<file path="src/rtl/synth_div_pkg.sv">
package synth_div_pkg;

  typedef enum logic [1:0] {
    MODE_STBY   = 2'b00,
    MODE_AM_SW  = 2'b01,
    MODE_DIRECT = 2'b10,
    MODE_FM_SW  = 2'b11
  } div_mode_e;

  localparam logic [1:0] SEL_PROG = 2'd0;
  localparam logic [1:0] SEL_REF  = 2'd1;
  localparam logic [1:0] SEL_MODE = 2'd2;

  localparam logic [7:0] STBY_BYTE = 8'hEF;

endpackage

</file>
<file path="src/rtl/div_regs.sv">
module div_regs
  import synth_div_pkg::*;
#(
  parameter int W = 16
) (
  input  logic         clk,
  input  logic         rst,
  input  logic         wr_en,
  input  logic [1:0]   wr_sel,
  input  logic [W-1:0] wr_data,
  output logic [W-1:0] prog_q,
  output logic [W-1:0] ref_q,
  output div_mode_e    mode_q
);

  localparam logic [W-1:0] PRESET = {(W/8){STBY_BYTE}};

  logic go_stby;
  assign go_stby = wr_en && (wr_sel == SEL_MODE) && (wr_data[1:0] == MODE_STBY);

  always_ff @(posedge clk) begin
    if (rst) begin
      prog_q <= PRESET;
      ref_q  <= PRESET;
      mode_q <= MODE_STBY;
    end else if (wr_en) begin
      case (wr_sel)
        SEL_PROG: prog_q <= wr_data;
        SEL_REF:  ref_q  <= wr_data;
        SEL_MODE: begin
          mode_q <= div_mode_e'(wr_data[1:0]);
          if (go_stby) begin
            prog_q <= PRESET;
            ref_q  <= PRESET;
          end
        end
        default: ;
      endcase
    end
  end

  // a standby write leaves both data words at the preset pattern
  assert_standby_preset_R8: assert property (@(posedge clk) disable iff (rst)
    go_stby |=> (prog_q == PRESET) && (ref_q == PRESET));

endmodule

</file>
<file path="src/rtl/down_divider.sv">
module down_divider #(
  parameter int W = 16
) (
  input  logic         clk,
  input  logic         rst,
  input  logic         run,
  input  logic         tick,
  input  logic [W-1:0] load_val,
  output logic         pulse
);

  logic [W-1:0] cnt;

  always_ff @(posedge clk) begin
    if (rst || !run) begin
      cnt   <= load_val;
      pulse <= 1'b0;
    end else begin
      pulse <= 1'b0;
      if (tick) begin
        if (cnt == '0) begin
          pulse <= 1'b1;
          cnt   <= load_val;
        end else begin
          cnt <= cnt - W'(1);
        end
      end
    end
  end

  // a pulse only follows a strobe seen while running
  assert_pulse_after_tick_R5: assert property (@(posedge clk) disable iff (rst)
    pulse |-> ($past(tick) && $past(run)));

  // a stopped divider is quiet on the next cycle
  assert_idle_quiet_R7: assert property (@(posedge clk) disable iff (rst)
    !run |=> !pulse);

endmodule

</file>
<file path="src/rtl/swallow_divider.sv">
module swallow_divider #(
  parameter int A_W = 5,
  parameter int B_W = 11
) (
  input  logic           clk,
  input  logic           rst,
  input  logic           run,
  input  logic           tick,
  input  logic [A_W-1:0] a_val,
  input  logic [B_W-1:0] b_val,
  output logic           pulse
);

  localparam int PRE = 1 << A_W;
  localparam logic [A_W:0] PSC_LONG  = (A_W+1)'(PRE);
  localparam logic [A_W:0] PSC_SHORT = (A_W+1)'(PRE - 1);

  logic [A_W:0]   psc;
  logic [A_W-1:0] a_cnt;
  logic [B_W-1:0] b_cnt;
  logic [A_W-1:0] a_nx;

  assign a_nx = (a_cnt != '0) ? a_cnt - A_W'(1) : '0;

  always_ff @(posedge clk) begin
    if (rst || !run) begin
      psc   <= (a_val != '0) ? PSC_LONG : PSC_SHORT;
      a_cnt <= a_val;
      b_cnt <= b_val;
      pulse <= 1'b0;
    end else begin
      pulse <= 1'b0;
      if (tick) begin
        if (psc != '0) begin
          psc <= psc - (A_W+1)'(1);
        end else if (b_cnt == '0) begin
          pulse <= 1'b1;
          psc   <= (a_val != '0) ? PSC_LONG : PSC_SHORT;
          a_cnt <= a_val;
          b_cnt <= b_val;
        end else begin
          b_cnt <= b_cnt - B_W'(1);
          a_cnt <= a_nx;
          psc   <= (a_nx != '0) ? PSC_LONG : PSC_SHORT;
        end
      end
    end
  end

  // the prescaler count stays within its 33-state range
  assert_psc_range_R3: assert property (@(posedge clk) disable iff (rst)
    psc <= PSC_LONG);

  // a pulse only follows a strobe seen while running
  assert_pulse_after_tick_R5: assert property (@(posedge clk) disable iff (rst)
    pulse |-> ($past(tick) && $past(run)));

endmodule

</file>
<file path="src/rtl/pll_dual_divider.sv">
module pll_dual_divider
  import synth_div_pkg::*;
#(
  parameter int PROG_W    = 16,
  parameter int SWALLOW_W = 5
) (
  input  logic              clk,
  input  logic              rst,
  input  logic              wr_en,
  input  logic [1:0]        wr_sel,
  input  logic [PROG_W-1:0] wr_data,
  input  logic              osc_en,
  input  logic              vco_en,
  output logic              ref_pulse,
  output logic              syn_pulse,
  output logic              cfg_err
);

  localparam int MAIN_W = PROG_W - SWALLOW_W;

  logic [PROG_W-1:0]    prog_q;
  logic [PROG_W-1:0]    ref_q;
  div_mode_e            mode_q;
  logic [SWALLOW_W-1:0] a_val;
  logic [MAIN_W-1:0]    b_val;
  logic                 standby, swallow_sel, direct_sel, bad_cfg;
  logic                 dir_p, sw_p;

  div_regs #(.W(PROG_W)) u_regs (
    .clk(clk), .rst(rst), .wr_en(wr_en), .wr_sel(wr_sel), .wr_data(wr_data),
    .prog_q(prog_q), .ref_q(ref_q), .mode_q(mode_q)
  );

  assign a_val       = prog_q[SWALLOW_W-1:0];
  assign b_val       = prog_q[PROG_W-1:SWALLOW_W];
  assign standby     = (mode_q == MODE_STBY);
  assign swallow_sel = (mode_q == MODE_AM_SW) || (mode_q == MODE_FM_SW);
  assign direct_sel  = (mode_q == MODE_DIRECT);
  assign bad_cfg     = swallow_sel &&
                       (b_val < {{(MAIN_W-SWALLOW_W){1'b0}}, a_val});

  down_divider #(.W(PROG_W)) u_ref_div (
    .clk(clk), .rst(rst), .run(!standby), .tick(osc_en),
    .load_val(ref_q), .pulse(ref_pulse)
  );

  down_divider #(.W(PROG_W)) u_dir_div (
    .clk(clk), .rst(rst), .run(direct_sel), .tick(vco_en),
    .load_val(prog_q), .pulse(dir_p)
  );

  swallow_divider #(.A_W(SWALLOW_W), .B_W(MAIN_W)) u_sw_div (
    .clk(clk), .rst(rst), .run(swallow_sel && !bad_cfg), .tick(vco_en),
    .a_val(a_val), .b_val(b_val), .pulse(sw_p)
  );

  assign syn_pulse = dir_p | sw_p;

  always_ff @(posedge clk) begin
    if (rst) cfg_err <= 1'b0;
    else     cfg_err <= bad_cfg;
  end

  // an illegal swallow setting blocks the synthesized output
  assert_err_blocks_syn_R9: assert property (@(posedge clk) disable iff (rst)
    cfg_err |-> !syn_pulse);

  // only one synthesized path fires at a time
  assert_one_source_R4: assert property (@(posedge clk) disable iff (rst)
    !(dir_p && sw_p));

  // both outputs stay low once standby has settled
  assert_standby_quiet_R7: assert property (@(posedge clk) disable iff (rst)
    (standby && $past(standby)) |-> (!ref_pulse && !syn_pulse));

endmodule

</file>
<file path="config.mk">
export PLATFORM = sky130hd
export DESIGN_NAME = pll_dual_divider
export DESIGN_NICKNAME = d
export VERILOG_FILES = /design/src/rtl/synth_div_pkg.sv /design/src/rtl/div_regs.sv /design/src/rtl/down_divider.sv /design/src/rtl/swallow_divider.sv /design/src/rtl/pll_dual_divider.sv
export SDC_FILE = /design/constraint.sdc
export NUM_CORES = 1
export LEC_CHECK = 0
export BUFFER_PORTS_ARGS = -buffer_cell sky130_fd_sc_hd__buf_2
export CAP_MARGIN = 40
export CORE_UTILIZATION = 60
export DETAILED_ROUTE_END_ITERATION = 12
export PLACE_DENSITY = 0.78
export RECOVER_POWER = 100
export SYNTH_ARGS = -nofsm -noshare
export SYNTH_HDL_FRONTEND = slang
export SYNTH_SLANG_ARGS = --single-unit
export TNS_END_PERCENT = 1
</file>
<file path="constraint.sdc">
create_clock -name clk -period 3.05 [get_ports clk]
set_input_delay 0.1525 -clock clk [delete_from_list [all_inputs] [get_ports clk]]
set_output_delay 0.1525 -clock clk [all_outputs]
set_load 0.05 [all_outputs]
</file>
==> summary.md <==
| Metric | Value |
|---|---|
| Number of nets produced by synthesis | `518` |
| Area used by multi-input combinational logic | `2200 µm²` |
| Number of stages on the worst hold path | `3` |
| Die Y | `91.3 µm` |
| Clock transition at path regs | `90 ps` |
| Standard cell with the maximum stage delay on the critical path | `sky130_fd_sc_hd__or4_1` |
| Warnings from Yosys | `0` |
| Fraction of layout instances using a drive strength above 1 | `0.0965` |
| Unrepaired setup endpoints after global routing | `no` |
| WP buf/inv | `1` |
| First-pass iteration count of the detailed router | `5` |
| Worst R2R Path Depth | `5` |
| Total clock sinks | `92` |
| Detailed-route via count | `3733` |
| Global Route met2 Usage | `0.423` |
| Critical path startpoint category | `flop` |
| Total length of routed wires | `10300 µm` |
| Dominant synthesized flop cell | `sky130_fd_sc_hd__edfxtp_1` |
| Hold-fix buffer count after cts | `0` |
| Worst slew margin | `0.307` |
| Number of buffers added by the clock tree synthesis step | `9` |
| Maximum single-stage delay on the critical path | `610 ps` |
| Cell taking the most area after synthesis | `sky130_fd_sc_hd__edfxtp_1` |
| GR Layer Usage met3 | `0.0469` |
| Maximum operating frequency | `0.360 GHz` |
| Utilization of the core after routing | `0.672` |
| Filler-free cell count of the finished design | `620` |
| Number of enable flip-flop cells after synthesis | `54` |
| Number of register bits inferred by synthesis | `92` |
| Number of port buffers | `25` |
| Max-cap check violation count | `0` |
| Number of ports placed on the die boundary | `26` |
| Met1 track utilization from global routing | `0.359` |
| Reg-to-Reg Start | `u_dir_div.cnt[10]$_DFFE_PP_` |
| H-tree Lvls | `3` |
| Critical setup path kind | `reg2reg` |
| Hold path startpoint | `osc_en` |
| Final sum of negative setup slack | `0 ps` |
| Final std cell area, no fill | `5190 µm²` |
| Core region area | `7730 µm²` |
| Power Dens Cells | `503 nW/µm²` |
| Setup Buffers After CTS | `0` |
| Min-Delay Path Class | `in2reg` |
| Weighted congestion reported at the end of routability-driven placement | `0.847` |
| Root buf cell | `sky130_fd_sc_hd__clkbuf_8` |
| Clock tree from TritonCTS | `built` |
| Starting Density | `0.619` |
| Area enclosed by the die boundary | `8340 µm²` |
| Worst reg2reg endpoint | `u_dir_div.cnt[5]$_DFFE_PP_` |
| Worst slew pin tran | `1030 ps` |
| Leakage power summed over all cells | `0.00192 µW` |
| Cell area reported after detailed placement | `5090 µm²` |
| Total of endpoints with negative setup slack in the final report | `0` |
| Max FO, Critical Path | `18` |
| Capturing element type of the critical path | `flop` |
| Detail Route Antenna Nets | `0` |
| FP Rows | `32` |
| Initial DRC count | `231` |
| Stages on the worst setup path | `5` |
| Final Max Slew Viols | `0` |
| Final hold violation count | `0` |
| Latest clock arrival within the worst-skew pair | `350 ps` |
| Busiest layer in global routing | `met2` |
| Post-synth ARST share | `0` |
| Number of instances in the synthesized netlist | `483` |
| Critical path arrival | `2850 ps` |
| Via density | `6.02` |
| Mean Syn Cell Area | `9.91 µm²` |
| Total gr overflow | `0` |
| Post-synth cell types | `47` |
| Post-Synthesis Cell Area | `4790 µm²` |
| FILL cells | `633` |
| Overall track demand over capacity in global routing | `0.262` |
| Via count of the first global-routing pass | `3642` |
| Top-area cell type share of the netlist area | `0.339` |
| Global-route wire length before repair | `17000 µm` |
| Diodes inserted | `0` |
| Number of cells in the design after placement | `604` |
| Worst IR Drop VDD | `0.399 mV` |
| Part of the Yosys area used for sequential elements | `0.498` |
| Worst clock skew | `6.25 ps` |
| Critical path data required time | `3130 ps` |
| Worst-path cell chain | `or4_1 -> or4_1 -> o21ai_2 -> clkbuf_1 -> o21ai_0` |
| Top post-synthesis cells by area | `sky130_fd_sc_hd__edfxtp_1, sky130_fd_sc_hd__dfxtp_1, sky130_fd_sc_hd__nor2_1` |
| Register-to-register setup slack | `280 ps` |
| HPWL reported at the end of detailed placement | `7560 µm` |
| DRC violation count after routing | `0` |
| Period Utilization, post-route | `0.910` |
| Hold worst-path end | `u_ref_div.pulse$_SDFF_PP0_` |
| Register Area | `2380 µm²` |
| Most frequent CP cell | `sky130_fd_sc_hd__or4_1` |
| Mean routed wirelength per cell | `16.6 µm` |
| Nets | `548` |
| Number of antenna violations at the first check in global routing | `0` |
| Largest net degree at the start of global routing | `38` |
| Maximum buffer depth of the clock tree | `2` |
| Top delay family on crit path | `simple AND/OR/NAND/NOR gates` |
| Horizontal extent of the die | `91.3 µm` |
| Number of resized instances in the post-cts repair step | `0` |
| Area growth from synthesis to layout | `8.52%` |
| Run status | `complete, no violations` |
| Final min period | `2770 ps` |
## worst reg2reg max path, cell delays in order, from the launching register on
cell and delay, ps:
sky130_fd_sc_hd__edfxtp_1 420, sky130_fd_sc_hd__or4_1 610, sky130_fd_sc_hd__or4_1 510, sky130_fd_sc_hd__o21ai_2 190, sky130_fd_sc_hd__clkbuf_1 560, sky130_fd_sc_hd__o21ai_0 220
## stage by stage
step	hold slack (ps)	power [µW]	worst slack (ps)
after floorplan	271	1650	541
after global placement	400	1720	498
after detailed placement	422	1740	447
after CTS	37.3	2630	421
after global routing	38.2	2710	152
final	46.8	2610	275
## where the power goes
group	internal, µW	switching, µW
sequential	1390	73.1
clock	484	429
combinational	104	128
## cells in the mapped netlist (all sizes together), types with 2 or more instances
| cell type | number |
|---|---|
| buf | 5 |
| nor3 | 18 |
| clkbuf | 15 |
| a31oi | 4 |
| nor4b | 2 |
| nor2b | 7 |
| a22oi | 5 |
| o41ai | 4 |
| dfxtp | 38 |
| nand2b | 4 |
| nand4b | 2 |
| o21ai | 24 |
| nor2 | 82 |
| a32oi | 3 |
| a21oi | 24 |
| or4 | 7 |
| o31ai | 3 |
| inv | 17 |
| mux2 | 10 |
| a211o | 28 |
| o22ai | 6 |
| nand3 | 8 |
| nor3b | 3 |
| ha | 12 |
| nand4 | 2 |
| xor2 | 17 |
| or3 | 10 |
| edfxtp | 54 |
| nand2 | 34 |
| xnor2 | 20 |
| nor4 | 7 |
## kinds of logic after synthesis
family,count (synthesis),share of synthesized area
simple gates,190,0.191
mux,11,0.0327
buf+inv,37,0.0316
xor+xnor,37,0.0677
flops,92,0.498
fa+ha+maj,12,0.0314
compound gates,104,0.148
## sequential cells by signal, indices dropped and copies added (netlist names)
name             cells
u_regs.mode_q        2
u_dir_div.cnt       16
u_sw_div.psc         6
cfg_err              1
u_sw_div.b_cnt      11
u_dir_div.pulse      1
u_regs.prog_q       16
u_sw_div.a_cnt       5
u_sw_div.pulse       1
u_regs.ref_q        16
u_ref_div.cnt       16
u_ref_div.pulse      1
## routing by layer
| layer | wire length [µm] | up-vias |
|---|---|---|
| li1 | - | 1827 |
| met1 | 4800 | 1791 |
| met2 | 4800 | 98 |
| met3 | 503 | 17 |
| met4 | 192 | 0 |
| met5 | 0 | - |
## worst max-delay path by stage
stage,startpoint,endpoint
after global routing,u_dir_div.cnt[10]$_DFFE_PP_,u_dir_div.cnt[5]$_DFFE_PP_
final,u_dir_div.cnt[10]$_DFFE_PP_,u_dir_div.cnt[5]$_DFFE_PP_
after global placement,u_sw_div.b_cnt[0]$_DFFE_PP_,u_sw_div.a_cnt[4]$_DFFE_PP_
after floorplan,u_sw_div.b_cnt[0]$_DFFE_PP_,u_sw_div.b_cnt[0]$_DFFE_PP_
after CTS,u_sw_div.b_cnt[0]$_DFFE_PP_,u_sw_div.a_cnt[4]$_DFFE_PP_
after detailed placement,u_sw_div.b_cnt[0]$_DFFE_PP_,u_sw_div.a_cnt[4]$_DFFE_PP_
## cell type report
class                      instances  share of cell area
clock buffer                      10              0.0265
clock inverter                     6              0.0166
inverter                          17              0.0123
multi-input combinational        354               0.424
sequential                        92               0.459
tap                              102              0.0246
timing repair buffer              39              0.0371
## cells in the final DEF, fill, tap and decap left out, types with 2 or more instances in the layout
master / netlist / final
sky130_fd_sc_hd__nand4_1: 2 / 2
sky130_fd_sc_hd__edfxtp_1: 54 / 54
sky130_fd_sc_hd__nand4b_1: 2 / 2
sky130_fd_sc_hd__nor3b_1: 2 / 2
sky130_fd_sc_hd__clkbuf_8: 0 / 10
sky130_fd_sc_hd__xnor2_1: 20 / 20
sky130_fd_sc_hd__nor3_1: 18 / 18
sky130_fd_sc_hd__a32oi_1: 3 / 3
sky130_fd_sc_hd__o21ai_1: 16 / 4
sky130_fd_sc_hd__bufinv_16: 0 / 2
sky130_fd_sc_hd__a31oi_1: 3 / 4
sky130_fd_sc_hd__clkbuf_1: 15 / 12
sky130_fd_sc_hd__nand2b_1: 4 / 4
sky130_fd_sc_hd__ha_1: 12 / 12
sky130_fd_sc_hd__dfxtp_1: 38 / 38
sky130_fd_sc_hd__nor2_1: 81 / 81
sky130_fd_sc_hd__a21oi_1: 24 / 24
sky130_fd_sc_hd__o41ai_1: 4 / 4
sky130_fd_sc_hd__a22oi_1: 5 / 5
sky130_fd_sc_hd__mux2_1: 1 / 10
sky130_fd_sc_hd__xor2_1: 17 / 17
sky130_fd_sc_hd__inv_1: 17 / 17
sky130_fd_sc_hd__o21ai_0: 8 / 19
sky130_fd_sc_hd__nor4b_1: 2 / 2
sky130_fd_sc_hd__buf_4: 0 / 4
sky130_fd_sc_hd__o22ai_1: 6 / 6
sky130_fd_sc_hd__nand3_1: 8 / 8
sky130_fd_sc_hd__o31ai_1: 3 / 3
sky130_fd_sc_hd__buf_2: 4 / 21
sky130_fd_sc_hd__a211o_1: 28 / 28
sky130_fd_sc_hd__nor4_1: 7 / 7
sky130_fd_sc_hd__nand2_1: 33 / 33
sky130_fd_sc_hd__clkinv_2: 0 / 2
sky130_fd_sc_hd__or3_1: 10 / 10
sky130_fd_sc_hd__or4_1: 6 / 7
sky130_fd_sc_hd__nor2b_1: 7 / 7
(Power assumes the default switching activity.)
